File: config.mk
export PLATFORM = sky130hd
export DESIGN_NAME = serial9_port
export DESIGN_NICKNAME = d
export VERILOG_FILES = /design/src/rtl/serial9_port.sv
export SDC_FILE = /design/constraint.sdc
export NUM_CORES = 1
export LEC_CHECK = 0
export ABC_AREA = 0
export BUFFER_PORTS_ARGS = -buffer_cell sky130_fd_sc_hd__buf_2
export CORE_MARGIN = 2
export CORE_UTILIZATION = 30
export CTS_CLUSTER_DIAMETER = 80
export CTS_CLUSTER_SIZE = 40
export DETAILED_ROUTE_END_ITERATION = 12
export PLACE_DENSITY = 0.48
export SKIP_CTS_REPAIR_TIMING = 1
export SLEW_MARGIN = 20
export SYNTH_ARGS = -nofsm -noshare
export SYNTH_HDL_FRONTEND = slang
export SYNTH_SLANG_ARGS = --single-unit
File: constraint.sdc
create_clock -name clk -period 3.65 [get_ports clk]
set_clock_uncertainty 0.1 [all_clocks]
set_input_delay 0.365 -clock clk [delete_from_list [all_inputs] [get_ports clk]]
set_output_delay 0.365 -clock clk [all_outputs]
set_load 0.01 [all_outputs]
File: src/rtl/serial9_port.sv
module serial9_port #(
  parameter int OVS = 16
) (
  input  logic       clk,
  input  logic       rst_n,
  input  logic       tick,
  input  logic       cfg_xbit,
  input  logic       cfg_par_en,
  input  logic [1:0] cfg_par_sel,
  input  logic [1:0] reg_addr,
  input  logic       reg_wr,
  input  logic       reg_rd,
  input  logic [7:0] reg_wdata,
  output logic [7:0] reg_rdata,
  output logic       txd,
  input  logic       rxd,
  output logic       irq
);
  localparam int CW = $clog2(OVS);
  localparam logic [CW-1:0] LAST = CW'(OVS - 1);
  localparam logic [CW-1:0] MID  = CW'(OVS / 2 - 1);

  function automatic logic par_bit(input logic [7:0] d, input logic [1:0] sel);
    case (sel)
      2'd0:    return ~^d;
      2'd1:    return ^d;
      2'd2:    return 1'b1;
      default: return 1'b0;
    endcase
  endfunction

  logic ovr, perr, ren, tbx, rbx, tflag, rflag;
  logic unused_wbit;
  assign unused_wbit = reg_wdata[5];

  wire wr_ctl = reg_wr && reg_addr == 2'd0;
  wire wr_tx  = reg_wr && reg_addr == 2'd1;
  wire rd_rx  = reg_rd && reg_addr == 2'd2;

  // transmitter
  logic          tx_busy, tx_bfull;
  logic [7:0]    tx_buf;
  logic [10:0]   tx_sh;
  logic [3:0]    tx_idx, tx_last;
  logic [CW-1:0] tx_cnt;

  wire tx_nine   = cfg_xbit | cfg_par_en;
  wire tx_ninth  = cfg_par_en ? par_bit(tx_buf, cfg_par_sel) : tbx;
  wire tx_step   = tx_busy && tick && tx_cnt == LAST;
  wire tflag_set = tx_step && tx_idx == tx_last - 4'd1;
  assign txd = tx_busy ? tx_sh[0] : 1'b1;

  always_ff @(posedge clk or negedge rst_n) begin
    if (!rst_n) begin
      tx_busy  <= 1'b0;
      tx_bfull <= 1'b0;
      tx_buf   <= '0;
      tx_sh    <= '1;
      tx_idx   <= '0;
      tx_last  <= '0;
      tx_cnt   <= '0;
    end else begin
      if (!tx_busy && tx_bfull) begin
        tx_busy  <= 1'b1;
        tx_bfull <= 1'b0;
        tx_sh    <= tx_nine ? {1'b1, tx_ninth, tx_buf, 1'b0} : {2'b11, tx_buf, 1'b0};
        tx_last  <= tx_nine ? 4'd10 : 4'd9;
        tx_idx   <= '0;
        tx_cnt   <= '0;
      end else if (tx_busy && tick) begin
        if (tx_cnt == LAST) begin
          tx_cnt <= '0;
          if (tx_idx == tx_last) begin
            tx_busy <= 1'b0;
          end else begin
            tx_idx <= tx_idx + 4'd1;
            tx_sh  <= {1'b1, tx_sh[10:1]};
          end
        end else begin
          tx_cnt <= tx_cnt + 1'b1;
        end
      end
      if (wr_tx) begin
        tx_buf   <= reg_wdata;
        tx_bfull <= 1'b1;
      end
    end
  end

  // receiver
  logic [1:0]    rx_sync;
  logic          rx_busy, rx_b9;
  logic [3:0]    rx_idx, rx_last;
  logic [CW-1:0] rx_cnt;
  logic [7:0]    rx_sh;

  wire rx_in   = rx_sync[1];
  wire rx_samp = rx_busy && tick && (rx_idx == 4'd0 ? rx_cnt == MID : rx_cnt == LAST);
  wire rx_done = rx_samp && rx_idx == rx_last;
  wire bad_in  = cfg_par_en && (rx_b9 != par_bit(rx_sh, cfg_par_sel));
  wire rbx_cap = cfg_xbit ? rx_b9 : rx_in;

  always_ff @(posedge clk or negedge rst_n) begin
    if (!rst_n) begin
      rx_sync <= 2'b11;
      rx_busy <= 1'b0;
      rx_b9   <= 1'b0;
      rx_idx  <= '0;
      rx_last <= '0;
      rx_cnt  <= '0;
      rx_sh   <= '0;
    end else begin
      rx_sync <= {rx_sync[0], rxd};
      if (!rx_busy) begin
        if (ren && !rx_in) begin
          rx_busy <= 1'b1;
          rx_idx  <= '0;
          rx_cnt  <= '0;
          rx_last <= (cfg_xbit | cfg_par_en) ? 4'd10 : 4'd9;
        end
      end else if (rx_samp) begin
        rx_cnt <= '0;
        if (rx_idx == 4'd0) begin
          if (rx_in) rx_busy <= 1'b0;
          else       rx_idx  <= 4'd1;
        end else if (rx_idx == rx_last) begin
          rx_busy <= 1'b0;
        end else if (rx_idx <= 4'd8) begin
          rx_sh  <= {rx_in, rx_sh[7:1]};
          rx_idx <= rx_idx + 4'd1;
        end else begin
          rx_b9  <= rx_in;
          rx_idx <= rx_idx + 4'd1;
        end
      end else if (tick) begin
        rx_cnt <= rx_cnt + 1'b1;
      end
    end
  end

  // two-entry receive queue
  logic [1:0] f_cnt;
  logic [7:0] f_d0, f_d1, f_last;
  logic       f_b0, f_b1;

  wire       f_pop    = rd_rx && f_cnt != 2'd0;
  wire       f_push   = rx_done && (f_cnt != 2'd2 || f_pop);
  wire       ovr_set  = rx_done && !f_push;
  wire [1:0] f_slot   = f_cnt - {1'b0, f_pop};
  wire       perr_set = (f_push && f_slot == 2'd0 && bad_in) || (f_pop && f_cnt == 2'd2 && f_b1);

  always_ff @(posedge clk or negedge rst_n) begin
    if (!rst_n) begin
      f_cnt  <= '0;
      f_d0   <= '0;
      f_d1   <= '0;
      f_last <= '0;
      f_b0   <= 1'b0;
      f_b1   <= 1'b0;
    end else begin
      f_cnt <= f_cnt + {1'b0, f_push} - {1'b0, f_pop};
      if (f_pop) begin
        f_last <= f_d0;
        f_d0   <= f_d1;
        f_b0   <= f_b1;
      end
      if (f_push) begin
        if (f_slot == 2'd0) begin
          f_d0 <= rx_sh;
          f_b0 <= bad_in;
        end else begin
          f_d1 <= rx_sh;
          f_b1 <= bad_in;
        end
      end
    end
  end

  // control and status register
  always_ff @(posedge clk or negedge rst_n) begin
    if (!rst_n) begin
      {ovr, perr, ren, tbx, rbx, tflag, rflag} <= '0;
    end else begin
      if (wr_ctl) begin
        ovr   <= reg_wdata[7];
        perr  <= reg_wdata[6];
        ren   <= reg_wdata[4];
        tbx   <= reg_wdata[3];
        rbx   <= reg_wdata[2];
        tflag <= reg_wdata[1];
        rflag <= reg_wdata[0];
      end
      if (ovr_set)   ovr   <= 1'b1;
      if (perr_set)  perr  <= 1'b1;
      if (tflag_set) tflag <= 1'b1;
      if (f_push)    rflag <= 1'b1;
      if (rx_done)   rbx   <= rbx_cap;
    end
  end

  always_comb begin
    case (reg_addr)
      2'd0:    reg_rdata = {ovr, perr, 1'b1, ren, tbx, rbx, tflag, rflag};
      2'd2:    reg_rdata = (f_cnt != 2'd0) ? f_d0 : f_last;
      default: reg_rdata = 8'h00;
    endcase
  end

  assign irq = tflag | rflag;


  fifo_depth_chk: assert property (@(posedge clk) disable iff (!rst_n) f_cnt != 2'd3);

  empty_read_chk: assert property (@(posedge clk) disable iff (!rst_n)
    (rd_rx && f_cnt == 2'd0 && !rx_done) |=> (f_cnt == 2'd0 && $stable(f_last)));

  ovr_cause_chk: assert property (@(posedge clk) disable iff (!rst_n)
    ($rose(ovr) && !$past(wr_ctl)) |-> $past(rx_done && f_cnt == 2'd2));

  perr_head_chk: assert property (@(posedge clk) disable iff (!rst_n)
    ($rose(perr) && !$past(wr_ctl)) |-> (f_cnt != 2'd0 && f_b0));

  tflag_stop_chk: assert property (@(posedge clk) disable iff (!rst_n)
    ($rose(tflag) && !$past(wr_ctl)) |-> (tx_busy && txd && tx_idx == tx_last));

  ren_idle_chk: assert property (@(posedge clk) disable iff (!rst_n)
    (!ren && !rx_busy) |=> !rx_busy);

  tx_gap_chk: assert property (@(posedge clk) disable iff (!rst_n)
    ($fell(tx_busy) && tx_bfull) |=> tx_busy);
endmodule

# Word-level counts from Yosys, hierarchy flattened
# Index checks and enable logic that the tools add are counted.
# Widths: inputs -> output; s select.
[word_totals]
output_inout_bits = 10
ff_bits = 91
[classes]
magnitude_cmp = 1
mux = 55
bitwise_logic = 7
eq_ne = 18
n_reduce_logical = 51
addsub = 8
[ops]
columns = ["op", "n"]
rows = [
  ["$mux 4", 16],
  ["$mux 11", 4],
  ["$mux 8", 4],
  ["$mux 1", 26],
  ["$reduce_bool 2->1", 11],
  ["$logic_and 1x1->1", 19],
  ["$add 4x1->4 const B", 4],
  ["$pmux 8 s2", 1],
  ["$reduce_xnor 8->1", 2],
  ["$reduce_xor 8->1", 2],
  ["$eq 4x4->1", 3],
  ["$mux 10", 1],
  ["$reduce_and 5->1", 2],
  ["$eq 4x4->1 const B", 2],
  ["$eq 2x2->1 const B", 3],
  ["$logic_not 2->1", 3],
  ["$ne 3x3->1 const B", 2],
  ["$pmux 1 s3", 2],
  ["$reduce_and 2->1", 3],
  ["$reduce_and 3->1", 2],
  ["$not 1->1", 5],
  ["$eq 2x1->1 const B", 2],
  ["$eq 4x3->1 const B", 1],
  ["$le 4x4->1 const B", 1],
  ["13 further kinds", 19],
]

# Depth between registers and ports, before layout
[depth]
ltp_word = 9
depth_mapped = 12

# Worst setup path after synthesis
# OpenSTA, ideal clock, no wires.
[synth_path]
path_type = "register to register"
startpoint = "register rx_idx[0]"
endpoint = "register f_cnt[1]"
arrival_ns = 2.512
setup_slack_ns = 0.908
synth_period_minus_slack_ns = 2.742
stages_incl_launch_ff = 13
required_ns = 3.420
cell_sequence = "dfrtp_1 -> inv_1 -> ha_1 -> or3b_1 -> buf_2 -> xor2_1 -> nor3_1 -> nand2_1 -> ha_1 -> inv_1 -> ha_1 -> xnor2_1 -> xnor2_1"
[synth_between]
elab_chain_len = 7
[synth_lines]
columns = ["item", "line", "rtl"]
rows = [
  ["from (decl)", "93", "logic [3:0] rx_idx, rx_last;"],
  ["from (signal assigned)", "130", "rx_idx <= rx_idx + 4'd1;"],
  ["from (signal assigned)", "133", "rx_idx <= rx_idx + 4'd1;"],
  ["$logic_not 4->1", "98", "wire rx_samp = rx_busy && tick && (rx_idx == 4'd0 ? rx_cnt == MID : rx_cnt == LAST);"],
  ["$mux 1", "98", ""],
  ["$logic_and 1x1->1", "98", ""],
  ["$logic_and 1x1->1 *", "99", "wire rx_done = rx_samp && rx_idx == rx_last;"],
  ["$logic_and 1x1->1 *", "147", "wire f_push = rx_done && (f_cnt != 2'd2 || f_pop);"],
  ["$add 2x1->2 *", "161", "f_cnt <= f_cnt + {1'b0, f_push} - {1'b0, f_pop};"],
  ["$sub 2x1->2 *", "161", ""],
  ["to (signal assigned)", "161", ""],
  ["to (decl)", "142", "logic [1:0] f_cnt;"],
]
# Every way passes the cells marked *; elsewhere a longest branch is shown, timed or not.
# A chain may end at the register's enable or synchronous reset.

# Worst setup path after layout
# Ends and elaborated chain as after synthesis.

==> metrics.md <==
| Metric | Value |
|---|---|
| Synth warnings | `0` |
| Total Routed Length | `9590 um` |
| Sequential Area | `about 2200 um2` |
| Number of vias after detailed routing | `3034` |
| Proportion of synthesized flip-flops having asynchronous set or reset | `1.00` |
| Final Cycle Share | `0.840` |
| Final Cell Area | `5140 um2` |
| Layout overhead on the synthesized area | `14.5%` |
| TritonCTS clock tree | `yes` |
| Area used by multi-input combinational logic | `2140 um2` |
| Start-to-end type of the worst setup path | `register to register` |
| Aggregate global routing overflow | `0` |
| Most common library cell in the layout ignoring fill and taps | `sky130_fd_sc_hd__dfrtp_1` |
| X dimension of the die | `126 um` |
| Mean cell area of the mapped netlist | `approximately 11 um2` |
| Global placement routability congestion | `0.779` |
| Type of the most critical hold path | `input pin to register` |
| Relative max-transition margin | `0.567` |
| Worst-path fanout max | `10` |
| Global-route wire length before repair | `~17000 um` |
| Commonest non-fill, non-tap cells in the layout | `sky130_fd_sc_hd__dfrtp_1 (76), sky130_fd_sc_hd__nand2_1 (37), sky130_fd_sc_hd__nor2_1 (32)` |
| Antenna violations before repair | `0` |
| Vertical extent of the die | `126 um` |
| Count of cells along the worst hold path | `1` |
| Cell area reported after detailed placement | `4830 um2` |
| Power Density | `627 nW/um2` |
| Peak ir drop on the vdd network | `0.237 mV` |
| CTS H-tree lvls | `3` |
| Number of storage elements in the synthesis netlist | `88` |
| Met1 track utilization from global routing | `0.172` |
| Top-level I/O count | `30` |
| Clock root buffer | `sky130_fd_sc_hd__clkbuf_16` |
| Met3 demand-to-capacity share in global routing | `0.0308` |
| Gr busiest metal | `met2` |
| RSZ-0062 raised after global routing | `false` |
| Critical Path AT | `approximately 3.2 ns` |
| Fraction of final layout cells sized beyond drive strength 1 | `0.247` |
| Antenna-violating nets left | `0` |
| Status | `completed` |
| Minimum clock period | `3.07 ns` |
| Slew Limit Fails | `0` |
| Post-synth EDFFs | `0` |
| Mapped Cells | `411` |
| Vias in the first global route | `between 3000 and 4000` |
| DP Wirelength | `about 6900 um` |
| Minimum setup slack among reg-to-reg paths | `0.58 ns` |
| Detailed Route Iter0 Violations | `~140` |
| Worst-case hold path end point | `rx_sync[0]` |
| Worst R2R Path Depth | `11` |
| Synthesized net count | `439` |
| Worst endpoint required time | `3.76 ns` |
| Total standard cell area after synthesis | `roughly 4500 um2` |
| Reg2Reg Capture Point | `f_cnt[1]` |
| Static leakage power | `2.31 nW` |
| Number of buffers on the longest clock path | `2` |
| Worst Max-Slew Pin Slew | `0.643 ns` |
| DIE AREA | `16000 um2` |
| TritonCTS buffer count | `9` |
| Diodes inserted | `0` |
| Share of the yosys chip area belonging to registers | `0.493` |
| Post-route DRC violation count | `0` |
| Placeable core area | `14600 um2` |
| Row count | `44` |
| Count of buffers inserted at the top-level ports | `29` |
| Top_reg_cell synth | `sky130_fd_sc_hd__dfrtp_1` |
| Clock transition at the register clock pins on the worst setup and hold paths after CTS | `0.06 ns` |
| Number of distinct library cells after synthesis | `48` |
| Worst setup startpoint | `rx_idx[0]` |
| Category of the worst setup path capture point | `register` |
| Total Nets Final | `468` |
| Insertion delay to the later sink of the worst-skew pair | `0.34 ns` |
| Initial core utilization | `0.308` |
| Final number of hold-violating endpoints | `0` |
| Met2 capacity usage during global routing | `0.209` |
| CTS sink count | `88` |
| Final Power | `about 3.2 mW` |
| Launch instance of the worst register-to-register path | `rx_idx[0]` |
| Mean number of vias per cell | `4.82` |
| Routed length per placed instance | `15.3 um` |
| Min-delay src | `rxd` |
| Number of iterations in the first detailed-routing pass | `4` |
| Number of endpoints failing setup at the final stage | `0` |
| Fill cell total of the finished layout | `1472` |
| Share of the core filled with cells in the final layout | `0.353` |
| Pin count of the biggest net entering global routing | `42` |
| Max Freq | `326 MHz` |
| Max-capacitance violation count | `0` |
| Overall Global Routing Usage | `0.129` |
| Setup TNS | `0 ns` |
| Critical Path Start Type | `register` |
==> kinds of logic (layout without fill, tap and decap cells) <==
kind of cell,after synthesis,count (layout),share of synthesized area
buf+inv,31,65,0.0315
mux,65,65,0.161
simple gates,121,121,0.139
compound gates,67,67,0.0925
flops,88,88,0.493
fa+ha+maj,8,8,0.0223
xor+xnor,31,31,0.0604
==> worst max-delay path, stage by stage (launching register included) <==
cell	delay (ns)
sky130_fd_sc_hd__dfrtp_1	0.42
sky130_fd_sc_hd__inv_1	0.10
sky130_fd_sc_hd__ha_1	0.16
sky130_fd_sc_hd__or3b_1	0.52
sky130_fd_sc_hd__xor2_1	0.27
sky130_fd_sc_hd__nor3_1	0.46
sky130_fd_sc_hd__nand2_1	0.14
sky130_fd_sc_hd__ha_1	0.30
sky130_fd_sc_hd__inv_1	0.04
sky130_fd_sc_hd__ha_1	0.17
sky130_fd_sc_hd__xnor2_1	0.13
sky130_fd_sc_hd__xnor2_1	0.13
==> area by class of cell <==
class,count,area share
sequential,88,0.431
clock buffer,13,0.0506
clock inverter,3,0.00778
tap,184,0.0448
timing repair buffer,38,0.0423
inverter,11,0.00803
multi-input combinational,292,0.415
==> flip-flops by register name (all words and copies together) (netlist names), 2 cells and up <==
| register | cells |
|---|---|
| tx_last | 3 |
| tx_buf | 8 |
| rx_sync | 2 |
| rx_last | 3 |
| tx_sh | 10 |
| rx_cnt | 4 |
| f_cnt | 2 |
| rx_sh | 8 |
| tx_idx | 4 |
| f_d1 | 8 |
| tx_cnt | 4 |
| rx_idx | 4 |
| f_d0 | 8 |
| f_last | 8 |
==> through the flow <==
step | hold slack, ns | worst slack (ns) | cells
after floorplan | -0.0306 | 0.908 | 411
after global placement | 0.176 | 0.651 | 612
after detailed placement | 0.182 | 0.602 | 612
after CTS | -0.189 | 0.589 | 628
after global routing | 0.0105 | 0.343 | 629
final | 0.0251 | 0.583 | 629
==> routing by layer <==
metal / routed length, um / share of wire
met1: 4530 / 0.47
met2: 4660 / 0.49
met3: 269 / 0.028
met4: 136 / 0.014
met5: 0 / 0
==> synth_stat cells (2+ instances only) <==
cell / instances / share of area
sky130_fd_sc_hd__a21oi_1: 17 / 0.019
sky130_fd_sc_hd__a22o_1: 3 / 0.0058
sky130_fd_sc_hd__a311oi_1: 7 / 0.014
sky130_fd_sc_hd__a31oi_1: 2 / 0.0028
sky130_fd_sc_hd__and2_1: 3 / 0.0042
sky130_fd_sc_hd__and3_1: 5 / 0.0070
sky130_fd_sc_hd__buf_2: 5 / 0.0056
sky130_fd_sc_hd__buf_6: 2 / 0.0050
sky130_fd_sc_hd__clkbuf_1: 12 / 0.010
sky130_fd_sc_hd__dfrtp_1: 76 / 0.42
sky130_fd_sc_hd__dfstp_2: 12 / 0.070
sky130_fd_sc_hd__ha_1: 8 / 0.022
sky130_fd_sc_hd__inv_1: 11 / 0.0092
sky130_fd_sc_hd__mux2_2: 31 / 0.078
sky130_fd_sc_hd__mux2_4: 7 / 0.023
sky130_fd_sc_hd__mux2i_1: 27 / 0.060
sky130_fd_sc_hd__nand2_1: 37 / 0.031
sky130_fd_sc_hd__nand2b_1: 2 / 0.0028
sky130_fd_sc_hd__nand3_1: 10 / 0.011
sky130_fd_sc_hd__nand3b_1: 3 / 0.0050
sky130_fd_sc_hd__nand4_1: 2 / 0.0028
sky130_fd_sc_hd__nand4b_1: 2 / 0.0039
sky130_fd_sc_hd__nand4b_2: 2 / 0.0067
sky130_fd_sc_hd__nor2_1: 32 / 0.027
sky130_fd_sc_hd__nor2b_1: 4 / 0.0056
sky130_fd_sc_hd__nor3_1: 5 / 0.0056
sky130_fd_sc_hd__nor3b_1: 2 / 0.0033
sky130_fd_sc_hd__nor4_1: 2 / 0.0028
sky130_fd_sc_hd__o211ai_1: 3 / 0.0050
sky130_fd_sc_hd__o21a_1: 3 / 0.0050
sky130_fd_sc_hd__o21ai_0: 24 / 0.027
sky130_fd_sc_hd__o31ai_1: 2 / 0.0033
sky130_fd_sc_hd__o32ai_1: 2 / 0.0039
sky130_fd_sc_hd__or2_2: 3 / 0.0042
sky130_fd_sc_hd__xnor2_1: 17 / 0.033
sky130_fd_sc_hd__xor2_1: 14 / 0.027
==> power by group <==
group	total [mW]	internal [mW]	switching (mW)
Clock	0.929	0.566	0.363
Sequential	1.47	1.23	0.240
Combinational	0.824	0.396	0.428
Total	3.22	2.19	1.03
==> worst max-delay path by stage <==
stage                     depth (start not counted)  slack [ns]  endpoint
final                                            11        0.58  f_cnt[1]
after global routing                             11        0.34  f_cnt[1]
after CTS                                        11        0.59  f_cnt[1]
after detailed placement                         11        0.60  f_cnt[1]
after global placement                           11        0.65  f_cnt[1]
after floorplan                                  12        0.91  f_cnt[1]
(Power assumes the default switching activity.)
